[config.mk]
export PLATFORM = sky130hd
export DESIGN_NAME = tsu_event_irq
export DESIGN_NICKNAME = d
export VERILOG_FILES = /design/src/rtl/tsu_pkg.sv /design/src/rtl/tsu_trig_capture.sv /design/src/rtl/tsu_event_bank.sv /design/src/rtl/tsu_event_irq.sv
export SDC_FILE = /design/constraint.sdc
export NUM_CORES = 1
export LEC_CHECK = 0
export BUFFER_PORTS_ARGS = -buffer_cell sky130_fd_sc_hd__buf_2
export CORE_MARGIN = 2
export CORE_UTILIZATION = 45
export CTS_CLUSTER_SIZE = 40
export DETAILED_ROUTE_END_ITERATION = 10
export PLACE_DENSITY = 0.7
export SETUP_SLACK_MARGIN = 0.15
export SLEW_MARGIN = 20
export SYNTH_ARGS = -nofsm -noshare
export SYNTH_HDL_FRONTEND = slang
export SYNTH_SLANG_ARGS = --single-unit
[constraint.sdc]
create_clock -name clk -period 1.3 [get_ports clk]
set_input_delay 0.065 -clock clk [delete_from_list [all_inputs] [get_ports clk]]
set_output_delay 0.065 -clock clk [all_outputs]
set_load 0.02 [all_outputs]
[src/rtl/tsu_pkg.sv]
package tsu_pkg;
  localparam int DW = 32;
  localparam int TW = 64;
  localparam int AW = 3;

  localparam int TRIG_EV_LSB = 24;
  localparam int ALM_EV_LSB  = 16;
  localparam int PPS_EV_MSB  = 7;
  localparam int POL_LSB     = 8;
  localparam int CAP_BASE    = 3;

  typedef enum logic [AW-1:0] {
    RA_CTRL  = 3'd0,
    RA_EVENT = 3'd1,
    RA_MASK  = 3'd2
  } reg_addr_e;

  function automatic logic [DW-1:0] impl_bits(input int ntrig, input int nalm, input int npps);
    logic [DW-1:0] m;
    m = '0;
    for (int i = 0; i < ntrig; i++) m[TRIG_EV_LSB+i] = 1'b1;
    for (int i = 0; i < nalm; i++)  m[ALM_EV_LSB+i]  = 1'b1;
    for (int i = 0; i < npps; i++)  m[PPS_EV_MSB-i]  = 1'b1;
    return m;
  endfunction
endpackage

[src/rtl/tsu_trig_capture.sv]
module tsu_trig_capture #(
  parameter int TW = 64
) (
  input  logic          clk,
  input  logic          rst_n,
  input  logic          trig_async,
  input  logic          fall_sel,
  input  logic [TW-1:0] time_ns,
  output logic          cap_stb,
  output logic [TW-1:0] cap_time
);
  logic          s1_q, s2_q, prev_q;
  logic [TW-1:0] cap_n;

  always_ff @(posedge clk or negedge rst_n) begin
    if (!rst_n) begin
      s1_q   <= 1'b0;
      s2_q   <= 1'b0;
      prev_q <= 1'b0;
    end else begin
      s1_q   <= trig_async;
      s2_q   <= s1_q;
      prev_q <= s2_q;
    end
  end

  // Active edge seen on the synchronized level
  assign cap_stb = fall_sel ? (prev_q & ~s2_q) : (s2_q & ~prev_q);

  always_comb begin
    cap_n = cap_time;
    if (cap_stb) cap_n = time_ns;
  end

  always_ff @(posedge clk or negedge rst_n) begin
    if (!rst_n) cap_time <= '0;
    else        cap_time <= cap_n;
  end
endmodule

[src/rtl/tsu_event_bank.sv]
module tsu_event_bank #(
  parameter int              DW   = 32,
  parameter logic [DW-1:0]   IMPL = '1
) (
  input  logic          clk,
  input  logic          rst_n,
  input  logic [DW-1:0] set_vec,
  input  logic          clr_we,
  input  logic [DW-1:0] clr_vec,
  input  logic          mask_we,
  input  logic [DW-1:0] mask_wdata,
  output logic [DW-1:0] ev_q,
  output logic [DW-1:0] mask_q,
  output logic          irq
);
  logic [DW-1:0] ev_n, mask_n, clr_eff;

  always_comb begin
    clr_eff = clr_we ? clr_vec : '0;
    // hardware set applied after the clear so it wins
    ev_n    = ((ev_q & ~clr_eff) | set_vec) & IMPL;
    mask_n  = mask_we ? (mask_wdata & IMPL) : mask_q;
  end

  always_ff @(posedge clk or negedge rst_n) begin
    if (!rst_n) begin
      ev_q   <= '0;
      mask_q <= '0;
    end else begin
      ev_q   <= ev_n;
      mask_q <= mask_n;
    end
  end

  assign irq = |(ev_q & mask_q);
endmodule

[src/rtl/tsu_event_irq.sv]
module tsu_event_irq
  import tsu_pkg::*;
#(
  parameter int NTRIG = 2,
  parameter int NALM  = 2,
  parameter int NPPS  = 3
) (
  input  logic                 clk,
  input  logic                 rst_n,
  input  logic [TW-1:0]        time_ns,
  input  logic [NTRIG-1:0]     trig_in,
  input  logic [NALM-1:0]      alarm_hit,
  input  logic [NPPS-1:0]      pulse_hit,
  input  logic                 reg_we,
  input  logic [AW-1:0]        reg_addr,
  input  logic [DW-1:0]        reg_wdata,
  output logic [DW-1:0]        reg_rdata,
  output logic                 irq
);
  localparam logic [DW-1:0] IMPL = impl_bits(NTRIG, NALM, NPPS);

  logic [NTRIG-1:0]           pol_q, pol_n;
  logic [NTRIG-1:0]           cap_stb;
  logic [NTRIG-1:0][TW-1:0]   cap_time;
  logic [DW-1:0]              set_vec, ev_vec, mask_vec;
  logic                       ctrl_we, ev_we, mask_we;

  assign ctrl_we = reg_we && (reg_addr == RA_CTRL);
  assign ev_we   = reg_we && (reg_addr == RA_EVENT);
  assign mask_we = reg_we && (reg_addr == RA_MASK);

  always_comb begin
    pol_n = pol_q;
    if (ctrl_we) pol_n = reg_wdata[POL_LSB +: NTRIG];
  end

  always_ff @(posedge clk or negedge rst_n) begin
    if (!rst_n) pol_q <= '0;
    else        pol_q <= pol_n;
  end

  for (genvar g = 0; g < NTRIG; g++) begin : g_trig
    tsu_trig_capture #(.TW(TW)) u_cap (
      .clk        (clk),
      .rst_n      (rst_n),
      .trig_async (trig_in[g]),
      .fall_sel   (pol_q[g]),
      .time_ns    (time_ns),
      .cap_stb    (cap_stb[g]),
      .cap_time   (cap_time[g])
    );
  end

  always_comb begin
    set_vec = '0;
    for (int i = 0; i < NTRIG; i++) set_vec[TRIG_EV_LSB+i] = cap_stb[i];
    for (int i = 0; i < NALM; i++)  set_vec[ALM_EV_LSB+i]  = alarm_hit[i];
    for (int i = 0; i < NPPS; i++)  set_vec[PPS_EV_MSB-i]  = pulse_hit[i];
  end

  tsu_event_bank #(.DW(DW), .IMPL(IMPL)) u_bank (
    .clk        (clk),
    .rst_n      (rst_n),
    .set_vec    (set_vec),
    .clr_we     (ev_we),
    .clr_vec    (reg_wdata),
    .mask_we    (mask_we),
    .mask_wdata (reg_wdata),
    .ev_q       (ev_vec),
    .mask_q     (mask_vec),
    .irq        (irq)
  );

  always_comb begin
    reg_rdata = '0;
    case (reg_addr)
      RA_CTRL:  reg_rdata[POL_LSB +: NTRIG] = pol_q;
      RA_EVENT: reg_rdata = ev_vec;
      RA_MASK:  reg_rdata = mask_vec;
      default:  reg_rdata = '0;
    endcase
    for (int i = 0; i < NTRIG; i++) begin
      if (reg_addr == AW'(CAP_BASE + 2*i))     reg_rdata = cap_time[i][TW-1:DW];
      if (reg_addr == AW'(CAP_BASE + 2*i + 1)) reg_rdata = cap_time[i][DW-1:0];
    end
  end
endmodule

# ---- After elaboration in Yosys (flattened, before gate mapping)
# Cells that the tools add are included.
# Widths: inputs -> output; s select.
dict set report classes {
  muxes 10
  reduce_logical 5
  eq_ne 6
  bitwise_logic 12
}
# operator n
set ops {}
lappend ops {{$mux 32} 4}
lappend ops {{$and 26x26->26} 2}
lappend ops {{$pmux 16 s2} 1}
lappend ops {{$reduce_or 32->1} 1}
lappend ops {{$mux 26} 1}
lappend ops {{$not 26->26} 1}
lappend ops {{$or 26x26->26} 1}
lappend ops {{$pmux 8 s2} 1}
lappend ops {{$eq 3x3->1 const B} 3}
lappend ops {{$eq 3x2->1 const B} 2}
lappend ops {{$and 1x1->1} 4}
lappend ops {{$not 1->1} 4}
lappend ops {{$eq 3x1->1 const B} 1}
lappend ops {{$logic_and 1x1->1} 3}
lappend ops {{$logic_not 3->1} 1}
lappend ops {{$mux 1} 2}
lappend ops {{$mux 2} 1}
dict set report totals {
  output_inout_bits 33
  register_bits 150
}

# ---- Longest topological paths before layout
dict set report logic_depth {
  word_depth 6
  depth_mapped 5
  depth_no_buf 3
}

# ---- Hierarchy
# A second synthesis with hierarchy kept.
dict set report hier_totals {
  hier_cells 1543
  area_unflattened_um2 12710.9
}
# mod area_per_inst_um2 cells_per_inst seq_area_each_um2 n_inst
set by_module_without_submodules {}
lappend by_module_without_submodules {tsu_trig_capture 4949.7 588 1676.6 2}
lappend by_module_without_submodules {tsu_event_irq 1856.8 276 50.0 1}
lappend by_module_without_submodules {tsu_event_bank 954.7 91 350.3 1}

# ---- Worst setup path before layout
# Ideal clock, no wire load.
dict set report synth_timing {
  kind {register -> register}
  start {register g_trig[0].u_cap.prev_q}
  end {register g_trig[0].u_cap.cap_time[10]}
  setup_slack_ns -0.148
  setup_ns 0.125
  arrival_time_ns 1.323
  synth_period_minus_slack_ns 1.448
  t_required_ns 1.175
  path_stages_with_launch 6
  cell_sequence {dfrtp_1 > nand2b_1 > o21ai_1 > buf_2 > buf_4 > mux2_2}
}
dict set report synth_between {
  elab_chain_len 3
  elab_cells_between_ends 4
  classes_between {1 x mux; 3 x bitwise}
}
# element line
set synth_rtl {}
lappend synth_rtl {{start, declared} tsu_trig_capture.sv:12} ;# logic s1_q, s2_q, prev_q;
lappend synth_rtl {{start signal, assigned} tsu_trig_capture.sv:23} ;# prev_q <= s2_q;
lappend synth_rtl {{$not 1->1} tsu_trig_capture.sv:28} ;# assign cap_stb = fall_sel ? (prev_q & ~s2_q) : (s2_q & ~prev_q);
lappend synth_rtl {{$and 1x1->1} tsu_trig_capture.sv:28}
lappend synth_rtl {{$mux 1 (*)} tsu_trig_capture.sv:28}
lappend synth_rtl {{end signal, assigned} tsu_trig_capture.sv:37} ;# else cap_time <= cap_n;
lappend synth_rtl {{end, declared} tsu_trig_capture.sv:10} ;# output logic [TW-1:0] cap_time
# Mark *: on every way between the ends. The rest lies on a longest branch, timed or not.
# A chain may end at the register's enable or synchronous reset.

# ---- Worst setup path in the final report
dict set report layout_timing {
  start {register u_bank.ev_q[25]}
  end {output port reg_rdata[25]}
}
dict set report layout_between {
  elab_chain_len 5
}
# element line
set layout_rtl {}
lappend layout_rtl {{start, declared} tsu_event_bank.sv:12} ;# output logic [DW-1:0] ev_q,
lappend layout_rtl {{start signal, assigned} tsu_event_bank.sv:30} ;# ev_q <= ev_n;
lappend layout_rtl {{$pmux 16 s2} tsu_event_irq.sv:76} ;# case (reg_addr)
lappend layout_rtl {{$mux 32} tsu_event_irq.sv:83} ;# if (reg_addr == AW'(CAP_BASE + 2*i)) reg_rdata = cap_time[i][TW-1:DW];
lappend layout_rtl {{$mux 32} tsu_event_irq.sv:84} ;# if (reg_addr == AW'(CAP_BASE + 2*i + 1)) reg_rdata = cap_time[i][DW-1:0];
lappend layout_rtl {{$mux 32} tsu_event_irq.sv:83}
lappend layout_rtl {{$mux 32} tsu_event_irq.sv:84}
lappend layout_rtl {{end, declared} tsu_event_irq.sv:17} ;# output logic [DW-1:0] reg_rdata,
# Every way passes these cells.

==> impl_metrics.ini <==
[outcome]
status = finished with violations
violations = negative setup slack

[synthesis]
synth_top_cell_area_share_pct = 55.0
syn_avg_cell_area_sq_um = 13.2
synthTopCellsByCount = 150 x dfrtp_1, 139 x mux2_2, 41 x nand2_1, 31 x nor2_1, 19 x buf_2
netlist_area_sq_mm = 0.00683
netlist_instances = 519
syn-num-nets = 628
yosysUniqueCellTypes = 34
synth_most_common_cell = dfrtp_1
synthArstFlopShare_pct = 100
synth_warnings = 0
synth_top_area_cell = dfrtp_1
synth_edf_count = 0
yosys-top-cells-area = dfrtp_1 55%, mux2_2 23%, nand2_1 2.3%
ys_ff_latch = 150
ys.flop_type = dfrtp_1
ys_seq_area_share_pct = 55.0

[critical_path]
end_kind = primary output
crit_type = reg -> out
start_kind = flip-flop
path_max_fanout = 3
arrival_ns = 1.59
required_ns = 1.24

[clock_network]
clkTransAtPathRegs_ns = 0.07
cts_root_buf = clkbuf_16
cts_tree = built
cts_sinks = 150
clockBufferDepth = 2
cts_buffers = 17
clkLatencyLatePin_ns = 0.43
cts-htree-levels = 4

[power_and_ir_drop]
p_total_mw = 18.7
power_density_mw_per_mm2 = 1670
irDropWorstVdd_mv = 1.12
p_leak_nw = 5.24

[global_routing]
overflow = 0
grt_max_degree = 46
antenna_found_initial = 0
use_met2_pct = 49.9
use_met3_pct = 5.95
met1_usage_pct = 33.4
grtUsageTotal_pct = 27.8
grt_pass1_vias = 6243
gr-max-usage-layer = met2
grt_pass1_wl_um = 34300

[sta]
tightest_slew_ns = 0.376
fmax_mhz = 605
finClkSkew_ns = 0.0112
fin_crit_sh_pct = 127
hold_viol = 0
slew_viol_final = 0
setup_violations = 163
fin_crit_ns = 1.65
rsz0062_at_grt = yes
maxSlewHeadroom_pct = 74.9
worst_slack_ns = -0.354
whs_ns = 0.0948

[placement]
place_hpwl_um = 11500
place_area_sq_mm = 0.00796
placed_cells = 831
io_buffers = 118
gp_congestion = 0.804
dp_worst_setup_slack_ns = -0.197

[route]
drt_iter0_drc = 332
first_pass_iters = 5
ant_nets = 0
drc = 0
wirelength_um = 22100
vias_per_cell = 5.48
num_vias = 5548
detail_route.wl_per_cell_um = 21.9

[final_layout]
layout.cells.non_filler = 1012
final_area_sq_mm = 0.0112
antennaDiodeCount = 0
layout-drive-gt1-share_pct = 53.3
area_growth_pct = 63.9
fin_nets = 922

[floorplanning]
dieWidth_um = 127
die_y_um = 127
core-area_sq_mm = 0.0150
start_util_pct = 45.4
dieArea_sq_mm = 0.0162
io_pins = 142
num_rows = 45

[hold_path]
hold_class = in -> async

[job]
maxCapViolCount = 0
-- worst paths after layout --
| check | slack [ns] | depth (start not counted) | start | to |
|---|---|---|---|---|
| setup / recovery | -0.35 | 4 | u_bank.ev_q[25] | reg_rdata[25] |
| hold / removal | 0.09 | 2 | rst_n | g_trig[1].u_cap.cap_time[14] |
| setup reg to reg | -0.34 | 6 | g_trig[1].u_cap.s2_q | g_trig[1].u_cap.cap_time[25] |
| hold reg to reg | 0.39 | 0 | g_trig[1].u_cap.s1_q | g_trig[1].u_cap.s2_q |
| max in group asynchronous | 0.59 | 3 | rst_n | g_trig[0].u_cap.cap_time[2] |
| min in group clk | 0.19 | 3 | reg_we | pol_q[0] |
-- worst max-delay path, stage by stage (launching register included) --
cell and delay, ns:
dfrtp_1 0.41, mux2_2 0.28, a221oi_2 0.22, a31oi_1 0.08
buf_2 0.18
-- kinds of logic (layout without fill, tap and decap cells) --
group / count (synthesis) / after routing / share of synthesized area [%]
AO/OA/AOI/OAI: 59 / 59 / 6.83
buffers and inverters: 38 / 343 / 3.33
AND/OR/NAND/NOR: 106 / 106 / 7.38
flip-flops: 150 / 150 / 55.0
multiplexers: 166 / 166 / 27.5
-- per-stage QoR --
stage | utilization (%) | setup TNS [ns]
floorplan | - | -9.76
CTS | 73.0 | -41.09
global route | 74.4 | -53.08
global placement | 53.0 | -20.54
finish | 74.4 | -45.82
detailed placement | 53.0 | -23.95
-- registers in the layout (all words and copies together), names as in the netlist --
name and cells:
u_bank.ev_q 7, g_trig.u_cap.s1_q 2, g_trig.u_cap.s2_q 2, g_trig.u_cap.cap_time 128, g_trig.u_cap.prev_q 2, pol_q 2, u_bank.mask_q 7
-- per-layer routing --
metal	vias to the layer above	routed length (um)
li1	2461	-
met1	2850	8860
met2	195	11800
met3	42	1030
met4	0	448
met5	-	0
-- where the power goes --
group          total, mW  internal [mW]  switching, mW
sequential          6.95           6.06          0.887
combinational       6.17           3.98           2.18
clock               5.61           3.73           1.88
-- repair_timing --
item	4_1_cts	5_1_grt
gates resized for setup	228	18
setup buffers	39	17
gates cloned	14	0
hold buffers	81	0
pin swaps	36	17
endpoints found under the setup margin	163	163
hold endpoints to repair	296	0
-- final cells by class --
class                   instances  area [sq um]
repair buffers                313          3020
multi-input cells             331          3510
clock inverters                 8           195
fillers                       882          3840
flip-flops and latches        150          3750
clock buffers                  22           474
well taps                     188           235
-- placed cells by master, fill, tap and decap left out, types with 3 or more instances in the layout --
| cell | synthesis | routed |
|---|---|---|
| nor2_2 | 0 | 3 |
| buf_6 | 1 | 41 |
| a221oi_2 | 0 | 9 |
| mux2_4 | 7 | 140 |
| clkbuf_8 | 0 | 3 |
| or2_0 | 8 | 8 |
| o21ai_1 | 2 | 6 |
| dlygate4sd3_1 | 0 | 81 |
| a31oi_1 | 9 | 8 |
| dfrtp_1 | 150 | 150 |
| a32oi_1 | 13 | 8 |
| buf_4 | 14 | 63 |
| o32a_1 | 10 | 10 |
| bufinv_16 | 0 | 6 |
| a21o_1 | 7 | 7 |
| buf_16 | 0 | 14 |
| nand2_1 | 41 | 40 |
| mux2_2 | 139 | 11 |
| nor2_1 | 31 | 28 |
| clkbuf_16 | 0 | 17 |
| a32oi_2 | 0 | 5 |
| and3_4 | 0 | 3 |
| buf_12 | 0 | 20 |
| mux2i_1 | 15 | 15 |
| buf_2 | 19 | 92 |
| and3_1 | 10 | 7 |
No activity file was read; power rests on OpenSTA's default activity.
